<file path="src/rtl/ecc_pkg.sv">
package ecc_pkg;

  typedef enum logic [1:0] {
    RSEL_CFG  = 2'd0,
    RSEL_CTL  = 2'd1,
    RSEL_SIZE = 2'd2,
    RSEL_RES  = 2'd3
  } reg_sel_e;

  localparam int CFG_EN_BIT   = 0;
  localparam int CFG_CS_LSB   = 1;
  localparam int CFG_CS_W     = 3;
  localparam int CFG_WIDE_BIT = 7;
  localparam int CTL_CLR_BIT  = 8;
  localparam int CTL_PTR_W    = 4;
  localparam int SIZE_LSB     = 22;
  localparam int SIZE_MASK_W  = 4;
  localparam int ODD_LSB      = 16;
  localparam int WORD_W       = 32;
  localparam int BEAT_W       = 16;
  localparam int LANE_W       = 8;

  // Pack the result word into three code bytes: low evens, low odds, high nibbles.
  function automatic logic [23:0] pack_code(input logic [WORD_W-1:0] r);
    return {r[27:24], r[11:8], r[23:16], r[7:0]};
  endfunction

endpackage

</file>
<file path="src/rtl/ecc_beat_parity.sv">
module ecc_beat_parity
  import ecc_pkg::*;
#(
  parameter int CNT_W = 10,
  parameter int NTERM = 12
) (
  input  logic [CNT_W-1:0]  base_byte,
  input  logic [BEAT_W-1:0] data,
  input  logic              wide,
  output logic [NTERM-1:0]  even_x,
  output logic [NTERM-1:0]  odd_x
);

  localparam int POS_W = CNT_W + 3;

  logic [POS_W-1:0]  pos [BEAT_W];
  logic [BEAT_W-1:0] lane_on;

  // Bit position of every lane within the block, and whether the lane is live.
  for (genvar j = 0; j < BEAT_W; j++) begin : g_lane
    assign pos[j] = {base_byte, 3'b000} + POS_W'(j);
    if (j < LANE_W) begin : g_low
      assign lane_on[j] = 1'b1;
    end else begin : g_high
      assign lane_on[j] = wide;
    end
  end

  // Each set data bit toggles, for each position bit k, either the odd or the even term.
  always_comb begin
    even_x = '0;
    odd_x  = '0;
    for (int j = 0; j < BEAT_W; j++) begin
      for (int k = 0; k < NTERM; k++) begin
        if (lane_on[j] && data[j]) begin
          if (pos[j][k]) odd_x[k]  = ~odd_x[k];
          else           even_x[k] = ~even_x[k];
        end
      end
    end
  end

endmodule

</file>
<file path="src/rtl/ecc_accum.sv">
module ecc_accum
  import ecc_pkg::*;
#(
  parameter int SIZE_W = 8,
  parameter int CNT_W  = SIZE_W + 2,
  parameter int NTERM  = SIZE_W + 4
) (
  input  logic              clk,
  input  logic              rst_n,
  input  logic              clr,
  input  logic              beat,
  input  logic              wide,
  input  logic [BEAT_W-1:0] data,
  input  logic [SIZE_W-1:0] size_field,
  output logic [NTERM-1:0]  even_q,
  output logic [NTERM-1:0]  odd_q,
  output logic              done_q
);

  logic [CNT_W-1:0] cnt_q;
  logic [CNT_W-1:0] cnt_nxt;
  logic [CNT_W-1:0] block_bytes;
  logic [CNT_W-1:0] step;
  logic [NTERM-1:0] even_x;
  logic [NTERM-1:0] odd_x;
  logic             take;

  assign block_bytes = CNT_W'({size_field, 1'b0}) + CNT_W'(2);
  assign step        = wide ? CNT_W'(2) : CNT_W'(1);
  assign cnt_nxt     = cnt_q + step;
  assign take        = beat && !done_q;

  ecc_beat_parity #(
    .CNT_W (CNT_W),
    .NTERM (NTERM)
  ) u_beat (
    .base_byte (cnt_q),
    .data      (data),
    .wide      (wide),
    .even_x    (even_x),
    .odd_x     (odd_x)
  );

  always_ff @(posedge clk) begin
    if (!rst_n || clr) begin
      cnt_q  <= '0;
      even_q <= '0;
      odd_q  <= '0;
      done_q <= 1'b0;
    end else if (take) begin
      cnt_q  <= cnt_nxt;
      even_q <= even_q ^ even_x;
      odd_q  <= odd_q ^ odd_x;
      if (cnt_nxt >= block_bytes) done_q <= 1'b1;
    end
  end

endmodule

</file>
<file path="src/rtl/ecc_regs.sv">
module ecc_regs
  import ecc_pkg::*;
#(
  parameter int SIZE_W = 8
) (
  input  logic              clk,
  input  logic              rst_n,
  input  logic              we,
  input  logic [1:0]        addr,
  input  logic [WORD_W-1:0] wdata,
  input  logic [WORD_W-1:0] result,
  output logic [WORD_W-1:0] rdata,
  output logic              cfg_en,
  output logic              cfg_wide,
  output logic [SIZE_W-1:0] size_field,
  output logic              clr_pulse
);

  logic [CFG_CS_W-1:0]    cs_q;
  logic [CTL_PTR_W-1:0]   ptr_q;
  logic [SIZE_MASK_W-1:0] mask_q;
  reg_sel_e               sel;

  assign sel       = reg_sel_e'(addr);
  assign clr_pulse = we && (sel == RSEL_CTL) && wdata[CTL_CLR_BIT];

  always_ff @(posedge clk) begin
    if (!rst_n) begin
      cfg_en     <= 1'b0;
      cfg_wide   <= 1'b0;
      cs_q       <= '0;
      ptr_q      <= '0;
      mask_q     <= '0;
      size_field <= '1;
    end else if (we) begin
      unique case (sel)
        RSEL_CFG: begin
          cfg_en   <= wdata[CFG_EN_BIT];
          cfg_wide <= wdata[CFG_WIDE_BIT];
          cs_q     <= wdata[CFG_CS_LSB +: CFG_CS_W];
        end
        RSEL_CTL:  ptr_q <= wdata[CTL_PTR_W-1:0];
        RSEL_SIZE: begin
          size_field <= wdata[SIZE_LSB +: SIZE_W];
          mask_q     <= wdata[SIZE_MASK_W-1:0];
        end
        default: ;
      endcase
    end
  end

  always_comb begin
    rdata = '0;
    unique case (sel)
      RSEL_CFG: begin
        rdata[CFG_EN_BIT]              = cfg_en;
        rdata[CFG_WIDE_BIT]            = cfg_wide;
        rdata[CFG_CS_LSB +: CFG_CS_W]  = cs_q;
      end
      RSEL_CTL:  rdata[CTL_PTR_W-1:0] = ptr_q;
      RSEL_SIZE: begin
        rdata[SIZE_LSB +: SIZE_W]      = size_field;
        rdata[SIZE_MASK_W-1:0]         = mask_q;
      end
      RSEL_RES:  rdata = result;
      default:   rdata = '0;
    endcase
  end

endmodule

</file>
<file path="src/rtl/hamming_ecc_gen.sv">
module hamming_ecc_gen
  import ecc_pkg::*;
#(
  parameter int SIZE_W = 8
) (
  input  logic        clk,
  input  logic        rst_n,
  input  logic        reg_we,
  input  logic [1:0]  reg_addr,
  input  logic [31:0] reg_wdata,
  output logic [31:0] reg_rdata,
  input  logic        data_valid,
  output logic        data_ready,
  input  logic [15:0] data_in,
  output logic        done,
  output logic [23:0] code_bytes
);

  localparam int CNT_W = SIZE_W + 2;
  localparam int NTERM = SIZE_W + 4;

  logic              cfg_en;
  logic              cfg_wide;
  logic              clr_pulse;
  logic [SIZE_W-1:0] size_field;
  logic [NTERM-1:0]  even_q;
  logic [NTERM-1:0]  odd_q;
  logic [WORD_W-1:0] result_w;

  assign data_ready = 1'b1;

  always_comb begin
    result_w = '0;
    result_w[NTERM-1:0]        = even_q;
    result_w[ODD_LSB +: NTERM] = odd_q;
  end

  assign code_bytes = pack_code(result_w);

  ecc_regs #(
    .SIZE_W (SIZE_W)
  ) u_regs (
    .clk        (clk),
    .rst_n      (rst_n),
    .we         (reg_we),
    .addr       (reg_addr),
    .wdata      (reg_wdata),
    .result     (result_w),
    .rdata      (reg_rdata),
    .cfg_en     (cfg_en),
    .cfg_wide   (cfg_wide),
    .size_field (size_field),
    .clr_pulse  (clr_pulse)
  );

  ecc_accum #(
    .SIZE_W (SIZE_W),
    .CNT_W  (CNT_W),
    .NTERM  (NTERM)
  ) u_acc (
    .clk        (clk),
    .rst_n      (rst_n),
    .clr        (clr_pulse),
    .beat       (data_valid && data_ready && cfg_en),
    .wide       (cfg_wide),
    .data       (data_in),
    .size_field (size_field),
    .even_q     (even_q),
    .odd_q      (odd_q),
    .done_q     (done)
  );

endmodule

</file>
<file path="config.mk">
export PLATFORM = sky130hd
export DESIGN_NAME = hamming_ecc_gen
export DESIGN_NICKNAME = d
export VERILOG_FILES = /design/src/rtl/ecc_pkg.sv /design/src/rtl/ecc_beat_parity.sv /design/src/rtl/ecc_accum.sv /design/src/rtl/ecc_regs.sv /design/src/rtl/hamming_ecc_gen.sv
export SDC_FILE = /design/constraint.sdc
export NUM_CORES = 1
export LEC_CHECK = 0
export ABC_AREA = 1
export ABC_CLOCK_PERIOD_IN_PS = 2790
export BUFFER_PORTS_ARGS = -buffer_cell sky130_fd_sc_hd__clkbuf_2
export CAP_MARGIN = 30
export CORE_ASPECT_RATIO = 1.1
export CORE_MARGIN = 8
export CORE_UTILIZATION = 51
export CTS_BUF_LIST = sky130_fd_sc_hd__clkbuf_4 sky130_fd_sc_hd__clkbuf_8
export CTS_CLUSTER_DIAMETER = 100
export DETAILED_ROUTE_END_ITERATION = 10
export HOLD_SLACK_MARGIN = 0.12
export PLACE_DENSITY = 0.82
export SYNTH_ARGS = -nofsm -noshare
export SYNTH_HDL_FRONTEND = slang
export SYNTH_SLANG_ARGS = --single-unit
</file>
<file path="constraint.sdc">
create_clock -name clk -period 2.79 [get_ports clk]
set_clock_uncertainty 0.15 [all_clocks]
set_input_delay 0.558 -clock clk [delete_from_list [all_inputs] [get_ports clk]]
set_output_delay 0.558 -clock clk [all_outputs]
set_load 0.03 [all_outputs]
</file>
==> results.txt <==
Final Cell Area - 5394 sq um
met2 Resource Use GR - 0.3228
wire length per cell - 12.74 um
synthesis-stage register bit count - 56
CTS buffer count - 5
iteration-0 DRC count of the detailed router - 221
leak pwr - 2.854 nW
fillers - 942
die width - 108.1 um
Syn-to-layout area delta - 13.24%
dpl cell area - 5285 sq um
Setup crit end kind - register
initial core utilization - 0.5170
fin cells - 953
Mapped Cells - 752
PortBufs - 86
peak supply drop - 0.2435 mV
placed cell count - 945
core area - 9213 sq um
clk_lat worst skew - 0.32 ns
met3 Use GR - 0.03231
Post-Syn Area per Cell - 6.334 sq um
Final Routed Wirelength - 12,140 um
CTS root buffer - clkbuf_8
global-route wire length before repair - 20,550 um
Hold WS - 0.2717 ns
clock buffer depth - 2
outcome - finished clean
Gate power share - 0.306
WS Path Type - reg -> reg
register area share after synthesis - 0.2354
Sink Count - 56
f_max - 0.3809 GHz
worst hold path type - in -> reg
H-tree levels - 2
Netlist cell types - 50
Top Usage Layer GRT - met2
minimum clock period - 2.626 ns
Final ANT Viol Nets - 0
Startpoint Class - register
final period utilization - 0.9411
GPL Wtd Cong - 0.8989
site row count - 37
dpl hpwl - 9731 um
Die Ht - 117.4 um
FF-to-FF setup slack - 0.16 ns
ys flop type - dfxtp_1
worst-margin pin slew - 0.5579 ns
Die ar. - 12,690 sq um
Seq pwr share - 0.435
fin util - 0.5855
drt first pass iters - 5
CTS clock-pin slew for the worst setup and hold paths - 0.11 ns
largest net degree at the start of global routing - 29
final hold violation count - 0
hold buffer count at CTS - 0
CP Data Arrival Time - 2.74 ns
final-stage net count - 908
worst path required time - 2.90 ns
asr flop ratio synth - 0
max cap viols - 0
gr ovfl total - 0
Setup Buffers After CTS - 0
initial antenna violation count - 0
Cell Int Power - 1.242 mW
diode count - 0
EDFF count, synth - 0
top cell type's share of synthesized area - 0.2354
Pwr per Cell Area - 363.5 nW/um^2
Post-route DRC - 0
Net Sw Power - 0.7184 mW
I/O pin cnt - 112
top cells by area, synth - dfxtp_1, nand2_1, inv_1
CTS tree - built
met1 global-route usage - 0.2319
CP Max Fanout - 4
vias in the first global route - 4,573
Setup Viol. Count Final - 0
synth warn - 0
dominant cell type by area after synthesis - dfxtp_1
PostCTS Resize Cnt - 0
routed vias/inst - 5.126
gr usage total - 0.1926
clock power share - 0.259
DR vias - 4,885
relative slew slack - 0.6258
Synth Cell Area - 4763 sq um
layout cell share with drive strength beyond 1 - 0.1758
Final Slew Violations - 0
Sw Share - 0.3664
==> metrics by stage <==
stage | setup TNS (ns) | power (mW) | worst slack (ns)
4_1_cts | 0 | 1.968 | 0.09828
2_1_floorplan | 0 | 1.330 | 0.1502
3_5_place_dp | 0 | 1.467 | 0.1468
6_report | 0 | 1.961 | 0.1644
5_1_grt | -0.006220 | 2.082 | -0.006220
3_3_place_gp | 0 | 1.454 | 0.1964
==> path summary, 6_finish.rpt <==
kind / from / end / cells after the start
hold / removal: reg_wdata[28] / u_regs.size_field[6] / 3
hold reg to reg: u_regs.cfg_en / u_regs.cfg_en / 2
setup reg to reg: u_regs.cfg_wide / u_acc.done_q / 14
setup / recovery: u_regs.cfg_wide / u_acc.done_q / 14
==> state kept, by name, summed over array words and instances, names as in the netlist <==
| register | count |
|---|---|
| u_regs.cfg_en | 1 |
| u_regs.ptr_q | 4 |
| u_acc.odd_q | 12 |
| u_acc.even_q | 12 |
| u_regs.cfg_wide | 1 |
| u_regs.cs_q | 3 |
| u_regs.size_field | 8 |
| u_regs.mask_q | 4 |
| u_acc.done_q | 1 |
| u_acc.cnt_q | 10 |
==> area by class of cell <==
| class | count | area, sq um | area share |
|---|---|---|---|
| Tap cell | 117 | 146.4 | 0.02714 |
| Sequential cell | 56 | 1122 | 0.2081 |
| Multi-Input combinational cell | 558 | 3062 | 0.5676 |
| Inverter | 115 | 435.4 | 0.08072 |
| Clock buffer | 6 | 82.58 | 0.01531 |
| Clock inverter | 2 | 17.52 | 0.003248 |
| Timing Repair Buffer | 99 | 528.0 | 0.09789 |
==> critical path, cell delays in order (launching register included) <==
cell and delay [ns]:
dfxtp_2 0.36, ha_1 0.28, a21oi_1 0.09, nor2_1 0.16, nand3_1 0.15, nor2_2 0.17
nand3_1 0.12, xor2_1 0.18, ha_1 0.30, nand2_1 0.08, nor2_1 0.13, nand3b_1 0.09
o2111ai_1 0.11, nand2_1 0.07, a21oi_1 0.13
==> synthesized netlist by cell type (2+ instances only) <==
library cell / instances
dfxtp_1: 56
xor2_1: 30
nand4_2: 3
nand3_2: 2
nor3_1: 3
a22o_1: 2
or2_1: 2
clkinv_1: 3
o22ai_1: 2
buf_6: 3
o21ai_2: 3
inv_2: 6
nand2_1: 183
o21ai_0: 47
nor2_2: 2
o21ai_1: 5
nand3_1: 53
clkbuf_1: 11
buf_4: 7
inv_1: 104
nand2_4: 9
a31oi_1: 2
buf_2: 5
nand3b_1: 7
ha_1: 18
a21oi_1: 41
nand2_8: 2
nand2_2: 4
nor2_1: 81
o21bai_1: 2
nand4_1: 14
xnor2_1: 12
o211ai_1: 6
nor2b_1: 5
conb_1: 2
==> power groups by stage <==
stage / Sequential, mW / Combinational, mW / Clock (mW)
global route: 0.858 / 0.677 / 0.547
finish: 0.853 / 0.601 / 0.507
global placement: 0.869 / 0.585 / 0
detailed placement: 0.870 / 0.597 / 0
floorplan: 0.878 / 0.452 / 0
CTS: 0.852 / 0.600 / 0.516
==> per-layer routing <==
layer,wire [um],vias to the layer above
met4,375,0
met2,5792,153
met1,5197,2157
li1,-,2547
met5,0,-
met3,774,28
==> cells by family (layout without fill, tap and decap cells) <==
| logic type | Yosys count | after routing | synth area share |
|---|---|---|---|
| buffers and inverters | 143 | 222 | 0.1274 |
| AND/OR/NAND/NOR | 373 | 373 | 0.3646 |
| AO/OA/AOI/OAI | 115 | 115 | 0.1332 |
| adder cells (fa/ha/maj) | 19 | 19 | 0.05149 |
| other | 2 | 7 | 0.001577 |
| flip-flops | 56 | 56 | 0.2354 |
| XOR/XNOR | 44 | 44 | 0.08642 |
==> layout by cell type (no fill, tap or decap), types with 2 or more instances in the layout <==
cell type  count
clkbuf_8       6
inv_1        104
o21bai_1       2
o21ai_2        3
nand2_4        9
o21ai_1        5
nand2_1      183
nand2_2        4
inv_2          6
a31oi_1        2
nand3_2        3
a22o_1         2
nor3_1         3
o21ai_0       47
a21oi_1       41
ha_1          18
xor2_1        30
clkbuf_2      86
nand2_8        2
nand3_1       52
dfxtp_1       55
o211ai_1       6
nand4_1       14
or2_1          2
clkinv_1       3
nand3b_1       7
conb_1         7
xnor2_1       12
nand4_2        3
buf_4         13
o22ai_1        2
nor2_1        80
nor2_2         3
nor2b_1        5
inv_6          2
No activity file was read; power rests on OpenSTA's default activity.
